--- src/rtl/wbb_pkg.sv ---
package wbb_pkg;
    typedef enum logic [1:0] {
        OWN_NONE   = 2'd0,
        OWN_REFILL = 2'd1,
        OWN_DRAIN  = 2'd2
    } owner_e;
endpackage

--- src/rtl/wbb_line_store.sv ---
module wbb_line_store #(
    parameter int TAG_W  = 28,
    parameter int DATA_W = 32,
    parameter int BEATS  = 4,
    localparam int BEAT_W = $clog2(BEATS)
) (
    input  logic                    clk,
    input  logic                    rst_n,
    input  logic                    load_i,
    input  logic [TAG_W-1:0]        tag_i,
    input  logic [BEATS*DATA_W-1:0] line_i,
    input  logic [BEAT_W-1:0]       beat_i,
    output logic [TAG_W-1:0]        tag_o,
    output logic [DATA_W-1:0]       word_o
);
    typedef struct packed {
        logic [TAG_W-1:0]             tag;
        logic [BEATS-1:0][DATA_W-1:0] words;
    } store_t;

    store_t st_d, st_q;

    always_comb begin
        st_d = st_q;
        if (load_i) begin
            st_d.tag = tag_i;
            for (int k = 0; k < BEATS; k++) begin
                st_d.words[k] = line_i[k*DATA_W +: DATA_W];
            end
        end
    end

    always_ff @(posedge clk or negedge rst_n) begin
        if (!rst_n) st_q <= '0;
        else        st_q <= st_d;
    end

    assign tag_o  = st_q.tag;
    assign word_o = st_q.words[beat_i];
endmodule

--- src/rtl/wbb_drain_ctl.sv ---
module wbb_drain_ctl #(
    parameter int BEATS = 4,
    localparam int BEAT_W = $clog2(BEATS)
) (
    input  logic              clk,
    input  logic              rst_n,
    input  logic              ev_valid_i,
    input  logic              refill_done_i,
    input  logic              beat_ack_i,
    output logic              load_o,
    output logic              full_o,
    output logic              armed_o,
    output logic [BEAT_W-1:0] beat_o
);
    localparam logic [BEAT_W-1:0] LAST_BEAT = BEAT_W'(BEATS - 1);

    typedef struct packed {
        logic              full;
        logic              armed;
        logic [BEAT_W-1:0] beat;
    } ctl_t;

    ctl_t ctl_d, ctl_q;
    logic load;

    assign load = ev_valid_i && !ctl_q.full;

    always_comb begin
        ctl_d = ctl_q;
        if (load) begin
            ctl_d.full  = 1'b1;
            ctl_d.armed = 1'b0;
            ctl_d.beat  = '0;
        end
        if (ctl_q.full && refill_done_i) begin
            ctl_d.armed = 1'b1;
        end
        if (ctl_q.full && beat_ack_i) begin
            if (ctl_q.beat == LAST_BEAT) begin
                ctl_d.full  = 1'b0;
                ctl_d.armed = 1'b0;
                ctl_d.beat  = '0;
            end else begin
                ctl_d.beat = ctl_q.beat + 1'b1;
            end
        end
    end

    always_ff @(posedge clk or negedge rst_n) begin
        if (!rst_n) ctl_q <= '0;
        else        ctl_q <= ctl_d;
    end

    assign load_o  = load;
    assign full_o  = ctl_q.full;
    assign armed_o = ctl_q.armed;
    assign beat_o  = ctl_q.beat;
endmodule

--- src/rtl/wbb_bus_arb.sv ---
module wbb_bus_arb
    import wbb_pkg::*;
(
    input  logic   clk,
    input  logic   rst_n,
    input  logic   rf_req_i,
    input  logic   drain_want_i,
    input  logic   mem_ack_i,
    output owner_e own_o
);
    typedef struct packed {
        owner_e own;
    } arb_t;

    arb_t arb_d, arb_q;

    always_comb begin
        arb_d = arb_q;
        unique case (arb_q.own)
            OWN_NONE: begin
                if (rf_req_i)          arb_d.own = OWN_REFILL;
                else if (drain_want_i) arb_d.own = OWN_DRAIN;
            end
            OWN_REFILL: begin
                if (!rf_req_i) arb_d.own = OWN_NONE;
            end
            OWN_DRAIN: begin
                if (mem_ack_i) arb_d.own = OWN_NONE;
            end
            default: arb_d.own = OWN_NONE;
        endcase
    end

    always_ff @(posedge clk or negedge rst_n) begin
        if (!rst_n) arb_q.own <= OWN_NONE;
        else        arb_q     <= arb_d;
    end

    assign own_o = arb_q.own;
endmodule

--- src/rtl/wb_evict_buf.sv ---
module wb_evict_buf
    import wbb_pkg::*;
#(
    parameter int ADDR_W  = 32,
    parameter int DATA_W  = 32,
    parameter int BEATS   = 4,
    parameter int ZERO_HI = 3,
    localparam int BEAT_W = $clog2(BEATS),
    localparam int OFS_W  = $clog2(DATA_W / 8),
    localparam int LINE_W = BEAT_W + OFS_W,
    localparam int TAG_W  = ADDR_W - LINE_W,
    localparam int KEEP_W = TAG_W - ZERO_HI
) (
    input  logic                    clk,
    input  logic                    rst_n,
    input  logic                    ev_valid,
    output logic                    ev_ready,
    input  logic [TAG_W-1:0]        ev_addr,
    input  logic [BEATS*DATA_W-1:0] ev_line,
    input  logic                    refill_done,
    input  logic                    rf_req,
    input  logic [ADDR_W-1:0]       rf_addr,
    output logic                    rf_gnt,
    output logic                    rf_ack,
    output logic                    full,
    output logic                    mem_req,
    output logic                    mem_we,
    output logic [ADDR_W-1:0]       mem_addr,
    output logic [DATA_W-1:0]       mem_wdata,
    input  logic                    mem_ack
);
    owner_e              own;
    logic                load;
    logic                full_w;
    logic                armed;
    logic [BEAT_W-1:0]   beat;
    logic [TAG_W-1:0]    tag;
    logic [DATA_W-1:0]   word;
    logic [ADDR_W-1:0]   drain_addr;
    logic                beat_ack;

    assign beat_ack = mem_ack && (own == OWN_DRAIN);

    wbb_drain_ctl #(.BEATS(BEATS)) u_ctl (
        .clk           (clk),
        .rst_n         (rst_n),
        .ev_valid_i    (ev_valid),
        .refill_done_i (refill_done),
        .beat_ack_i    (beat_ack),
        .load_o        (load),
        .full_o        (full_w),
        .armed_o       (armed),
        .beat_o        (beat)
    );

    wbb_line_store #(.TAG_W(TAG_W), .DATA_W(DATA_W), .BEATS(BEATS)) u_store (
        .clk    (clk),
        .rst_n  (rst_n),
        .load_i (load),
        .tag_i  (ev_addr),
        .line_i (ev_line),
        .beat_i (beat),
        .tag_o  (tag),
        .word_o (word)
    );

    wbb_bus_arb u_arb (
        .clk          (clk),
        .rst_n        (rst_n),
        .rf_req_i     (rf_req),
        .drain_want_i (armed && full_w),
        .mem_ack_i    (mem_ack),
        .own_o        (own)
    );

    // Drain address: forced-zero top bits, kept tag bits, beat index, byte offset.
    generate
        if (ZERO_HI > 0) begin : g_zero_hi
            logic unused_tag_hi;
            assign unused_tag_hi = ^tag[TAG_W-1 -: ZERO_HI];
            assign drain_addr = {{ZERO_HI{1'b0}}, tag[KEEP_W-1:0], beat, {OFS_W{1'b0}}};
        end else begin : g_full_tag
            assign drain_addr = {tag, beat, {OFS_W{1'b0}}};
        end
    endgenerate

    always_comb begin
        mem_req   = 1'b0;
        mem_we    = 1'b0;
        mem_addr  = '0;
        mem_wdata = '0;
        rf_gnt    = 1'b0;
        rf_ack    = 1'b0;
        unique case (own)
            OWN_REFILL: begin
                rf_gnt   = 1'b1;
                mem_req  = rf_req;
                mem_addr = rf_addr;
                rf_ack   = mem_ack;
            end
            OWN_DRAIN: begin
                mem_req   = 1'b1;
                mem_we    = 1'b1;
                mem_addr  = drain_addr;
                mem_wdata = word;
            end
            default: ;
        endcase
    end

    assign full     = full_w;
    assign ev_ready = !full_w;
endmodule

--- config.mk ---
export PLATFORM = sky130hd
export DESIGN_NAME = wb_evict_buf
export DESIGN_NICKNAME = d
export VERILOG_FILES = /design/src/rtl/wbb_pkg.sv /design/src/rtl/wbb_line_store.sv /design/src/rtl/wbb_drain_ctl.sv /design/src/rtl/wbb_bus_arb.sv /design/src/rtl/wb_evict_buf.sv
export SDC_FILE = /design/constraint.sdc
export NUM_CORES = 1
export LEC_CHECK = 0
export BUFFER_PORTS_ARGS = -buffer_cell sky130_fd_sc_hd__buf_2
export CORE_ASPECT_RATIO = 0.9
export CORE_MARGIN = 5
export CORE_UTILIZATION = 54
export DETAILED_ROUTE_END_ITERATION = 10
export PLACE_DENSITY_LB_ADDON = 0.15
export SYNTH_ARGS = -nofsm -noshare
export SYNTH_HDL_FRONTEND = slang
export SYNTH_SLANG_ARGS = --single-unit
--- constraint.sdc ---
create_clock -name clk -period 3.7 [get_ports clk]
set_clock_uncertainty 0.1 [all_clocks]
set_input_delay 0.37 -clock clk [delete_from_list [all_inputs] [get_ports clk]]
set_output_delay 0.37 -clock clk [all_outputs]
set_load 0.05 [all_outputs]
# Word-level counts from Yosys, hierarchy flattened
# Index checks and enable logic that the tools add are counted.
op_classes:
  add_sub_neg: 1
  order_cmp: 1
  n_eq_ne: 6
  muxes: 18
  reduce_logical: 9
ops:
  columns: ["op", "count"]
  rows:
  - ["$bmux W32 S2", 1]
  - ["$mux W32", 2]
  - ["$pmux W32 S2", 1]
  - ["$mux W2", 6]
  - ["$mux W4", 2]
  - ["$pmux W2 S3", 1]
  - ["$logic_and A1 B1 Y1", 5]
  - ["$eq A2 B2 Y1 const B", 2]
  - ["$mux W1", 4]
  - ["$ne A2 B2 Y1 const B", 2]
  - ["$lt A2 B3 Y1 const B", 1]
  - ["$ne A3 B2 Y1 const B", 1]
  - ["$reduce_and A3 Y1", 1]
  - ["$add A2 B1 Y2 const B", 1]
  - ["$eq A2 B1 Y1 const B", 1]
  - ["$logic_not A2 Y1", 1]
  - ["$pmux W1 S2", 1]
  - ["$reduce_bool A2 Y1", 1]
  - ["$logic_not A1 Y1", 1]
totals:
  ff_bits: 159
  in_bits: 194
  output_inout_bits: 70
  wordCells: 44

# Longest topological paths before layout
depth:
  depth_word: 6
  mapped_depth: 7
  depth_no_buf: 5

# Cells and area by module
# A second synthesis with hierarchy kept.
unflattened:
  hier_cells: 534
  area_unflattened_um2: 7866.3
by_module_without_submodules:
  columns: ["module", "n_inst", "cells_per_inst", "area_per_inst_um2", "seq_area_each_um2"]
  rows:
  - ["wbb_line_store", 1, 396, 6805.3, 3903.7]
  - ["wb_evict_buf", 1, 116, 778.2, 0.0]
  - ["wbb_drain_ctl", 1, 16, 198.9, 100.1]
  - ["wbb_bus_arb", 1, 6, 83.8, 50.0]

# Worst setup path before layout
# Ideal clock, no wire load.
synth_timing:
  kind: "register -> output"
  startpoint: "register, netlist name u_arb.own_o[1]"
  endpoint: "output mem_addr[11]"
  arrival_ps: 2035
  required_time_ps: 3230
  path_slack_ps: 1195
  path_stages_with_launch: 7
  path_buffers: 2
  cell_sequence: "dfrtp_1 > inv_1 > ha_1 > and2_1 > buf_2 > buf_2 > a22o_1"
synth_between:
  elab_chain_cells: 2
  elab_cells_between_ends: 3
  classes_between: "eq/ne: 2; mux: 1"
synth_rtl:
  columns: ["item", "line", "source"]
  rows:
  - ["$eq A2 B2 Y1 or $eq A2 B1 Y1 (tied branches)", "wb_evict_buf.sv:94", "unique case (own)"]
  - ["$pmux W32 S2 *", "wb_evict_buf.sv:94", null]
  - ["end: declaration", "wb_evict_buf.sv:28", "output logic [ADDR_W-1:0] mem_addr,"]
# Every way passes the cells marked *; elsewhere a longest branch is shown, timed or not.

# Worst setup path after layout
layout_timing:
  startpoint: "register, netlist name u_arb.own_o[1]"
  endpoint: "output mem_addr[2]"
layout_between:
  elab_chain_cells: 2
  elab_cells_between_ends: 3
  classes_between: "eq/ne: 2; mux: 1"
layout_rtl:
  columns: ["item", "line"]
  rows:
  - ["$eq A2 B2 Y1 or $eq A2 B1 Y1 (tied branches)", "wb_evict_buf.sv:94"]
  - ["$pmux W32 S2 *", "wb_evict_buf.sv:94"]
# Marked as above.

==> implementation parameters <==
Parameter                              Value

Pwr
  Power per unit of standard cell area ... between 800 and 900 nW/µm²
  Leakage Power ... 5.33 nW
  Int Pwr ... between 4 and 5 mW
  Fraction of power consumed by the clock network ... 23.8%
  Reported net switching power ... slightly above 3 mW
  VDD IR max ... approximately 490 µV
  Sequential Power Share ... 37.7%
  Switching portion of total power ... slightly below 40%
  Relative contribution of combinational cells to total power ... about two fifths

Timing
  RSZ-0062 raised after global routing ... false
  Share of the cycle needed by the critical path after routing ... about 83%
  Transition time at the pin with the least slew margin ... just over 900 ps
  Max Freq ... 0.325 GHz
  Max-slew violation count ... 0
  Minimum period implied by the final worst setup slack ... roughly 3100 ps
  Finish-stage setup viols ... 0
  Number of hold-slack violations in the final timing report ... 0
  Total negative setup slack ... 0 ps
  Worst slew margin relative to its limit ... between 30% and 40%

Synthesis
  Portion of the post-synthesis area used by sequential elements ... a little over half
  Post-Syn Instances ... about 800
  Cell types with the highest counts after synthesis ... nand2_1, dfrtp_1, and2_1, buf_2, mux4_2
  Post-synthesis instance area ... roughly 7400 µm²
  Primary FF master, synth ... dfrtp_1
  Mean instance size in the synthesized netlist ... about 9 µm²
  Most frequently used cell type in the post-synthesis netlist ... nand2_1
  Share of synthesized registers carrying an async set or reset ... 100%
  Cells taking the most area after synthesis ... dfrtp_1, nand2_1, mux4_2
  Number of register bits inferred by synthesis ... around 160
  Post-synth EDFFs ... 0
  Synth area leader ... dfrtp_1
  Synthesis warning total ... 0
  Synthesized netlist net count ... between 1,000 and 1,500
  Distinct cell type count of the synthesized netlist ... 29
  Share of the synthesized area in the top cell type ... between 50% and 60%

Drt
  DR top layer ... met5
  Post-detailed-route wirelength per cell ... roughly 16 µm
  Routed length on met2 ... roughly 9500 µm
  Post-Route WL ... between 15,000 and 20,000 µm
  Routed via count divided by cell count ... between 5 and 6
  Met3 routed wirelength ... about 1400 µm
  Number of design rule violations left after detail routing ... 0
  Met1 Routed Length ... just over 8000 µm
  Drt initial violations ... around 430
  Residual antenna-violating net count after detailed routing ... 0
  First-pass detailed-route iteration total ... 5
  Number of vias in the routed layout ... between 6,000 and 7,000

Floorplan
  Core Footprint ... 13,400 µm²
  Die X ... around 130 µm
  Initial Utilization ... a little under three fifths
  Cell row count ... 40
  Overall die height ... roughly 120 µm
  Die Footprint ... between 15,000 and 20,000 µm²
  IO Pins ... ~260

GRT
  Remaining global-route overflow ... 0
  Maximum number of pins on one net before global-route repair ... 97
  First-pass GRT wire length ... ~31,000 µm
  Number of global-route vias before repair ... around 6,200
  Antenna violations before repair ... 6
  Total global routing track utilization ... around 24%

Clocking
  Total setup buffers inserted after CTS ... 0
  Cts hold-fix bufs ... 1
  Root buf cell ... clkbuf_16
  Cells resized by post-CTS repair ... 0
  Clock buffers created by TritonCTS ... 17
  CTS tree ... yes
  H-tree depth ... 4
  Worst-path clk slew ... 60 ps
  CTS sink count ... about 160
  Clock Latency Late Sink ... between 400 and 500 ps
  Maximum clock path buffer count ... 2

Critical path
  Number of stages on the worst setup path ... 5
  Data arrival time at the worst-slack endpoint ... ~2600 ps
  Series of cell instances along the critical path ... inv_1 > ha_1 > and2_1 > a22o_1 > buf_2
  Endpoint required time on the critical path ... between 3000 and 4000 ps
  Launching element of the worst setup path ... u_arb.own_o[1]$_DFFE_PN0P_
  Type of the worst setup path ... flop to output port
  Critical Path Start Type ... flop
  Standard cell with the maximum stage delay on the critical path ... and2_1
  Crit end category ... output port
  Largest stage delay on the critical path ... between 700 and 800 ps
  Top delay family on crit path ... simple AND/OR/NAND/NOR gates
  Highest fanout seen on the critical path ... 26
  Startpoint of the worst register-to-register path ... u_ctl.full_o$_DFF_PN0_
  Number of buffers and inverters on the critical path ... 2
  Register-to-register setup slack ... between 1500 and 2000 ps
  R2R Path End ... u_store.st_q[108]$_DFFE_PN0P_
  Number of cells on the worst reg-to-reg path ... 4

Placement
  Cell count after placement ... around 1,200
  I/O Buffers ... 260
  Dpl hpwl ... about 13,000 µm
  Final estimated routing congestion in global placement ... 0.822

Cells and area
  Area delta synth->final ... 27.2%
  Fin cells ... 1,225
  Layout net count ... approximately 1,200
  Fraction of layout instances using a drive strength above 1 ... approximately a third
  Number of fillers in the final layout ... approximately 1,100

Outcome
  Result of the run ... complete, no violations

Hold path
  Depth of the worst hold-timing path ... 3
  Source of the worst hold timing path ... ev_line[105]
  Hold EP ... u_store.st_q[105]$_DFFE_PN0P_
  Worst min path class ... primary input to flop

Job
  Max-cap viol count ... 0
-- stage by stage --
stage          util, %  instance area, µm²  power, mW  hold slack, ps  setup slack, ps
6_report          70.5                9460       8.09            33.4              626
5_1_grt           70.5                9450       8.58            26.8              434
4_1_cts           70.4                9440       8.16            17.7              590
3_5_place_dp      65.4                8780       6.18             356             1050
3_3_place_gp      65.4                8780       6.09             352             1070
2_1_floorplan        -                7430       5.44           -25.6             1200
-- logic make-up after synthesis --
| logic type | count (synthesis) | share of synthesized area, % |
|---|---|---|
| buf+inv | 56 | 4.04 |
| simple gates | 513 | 27.5 |
| flops | 159 | 53.5 |
| mux | 32 | 9.90 |
| fa+ha+maj | 5 | 0.842 |
| compound gates | 37 | 4.14 |
-- routing by layer --
metal,vias to the layer above,global-route usage [%]
met5,-,0
met4,4,8.87
met3,33,6.76
met2,218,39.6
met1,2967,31.1
li1,3042,-
-- area by class of cell --
cell class,instances,area (µm²),share of cell area (%)
Multi-Input combinational cell,587,3170,33.5
Inverter,3,11.3,0.119
Clock inverter,11,185,1.96
Antenna cell,5,12.5,0.132
Timing Repair Buffer,271,1420,15.0
Tap cell,168,210,2.22
Clock buffer,21,470,4.97
Sequential cell,159,3980,42.1
-- cells in the final DEF, fill, tap and decap left out, types with 3 or more instances in the layout --
| master | n |
|---|---|
| nand3_1 | 3 |
| diode_2 | 5 |
| and2_1 | 35 |
| a22o_1 | 25 |
| inv_1 | 3 |
| ha_1 | 5 |
| clkbuf_16 | 17 |
| clkbuf_8 | 3 |
| clkinv_2 | 4 |
| mux4_1 | 4 |
| and3_1 | 6 |
| buf_2 | 259 |
| dfrtp_1 | 157 |
| mux4_2 | 28 |
| buf_4 | 8 |
| nand2_1 | 462 |
| bufinv_16 | 5 |
-- sequential cells by signal, indices dropped and copies added (netlist names) --
| register | flops |
|---|---|
| u_store.st_q | 128 |
| u_store.tag_o | 25 |
| u_ctl.full_o | 1 |
| u_arb.own_o | 2 |
| u_ctl.armed_o | 1 |
| u_ctl.beat_o | 2 |
-- worst min-delay path, delay by kind of cell --
| family | cells | cell delay [ps] |
|---|---|---|
| simple gates | 2 | 80 |
| buf+inv | 1 | 70 |
-- worst max path at each step --
stage                    to  slack [ps]
2_1_floorplan  mem_addr[11]        1200
3_3_place_gp   mem_wdata[1]        1070
3_5_place_dp   mem_wdata[1]        1050
4_1_cts        mem_wdata[1]         590
5_1_grt        mem_wdata[1]         430
6_report        mem_addr[2]         630
-- power by group through the flow --
stage / combinational, mW / sequential, mW / clock (mW)
6_report: 3.12 / 3.05 / 1.93
5_1_grt: 3.41 / 3.14 / 2.03
4_1_cts: 3.16 / 3.04 / 1.95
3_5_place_dp: 3.12 / 3.07 / 0
3_3_place_gp: 3.05 / 3.03 / 0
2_1_floorplan: 2.63 / 2.81 / 0
(Power assumes the default switching activity.)
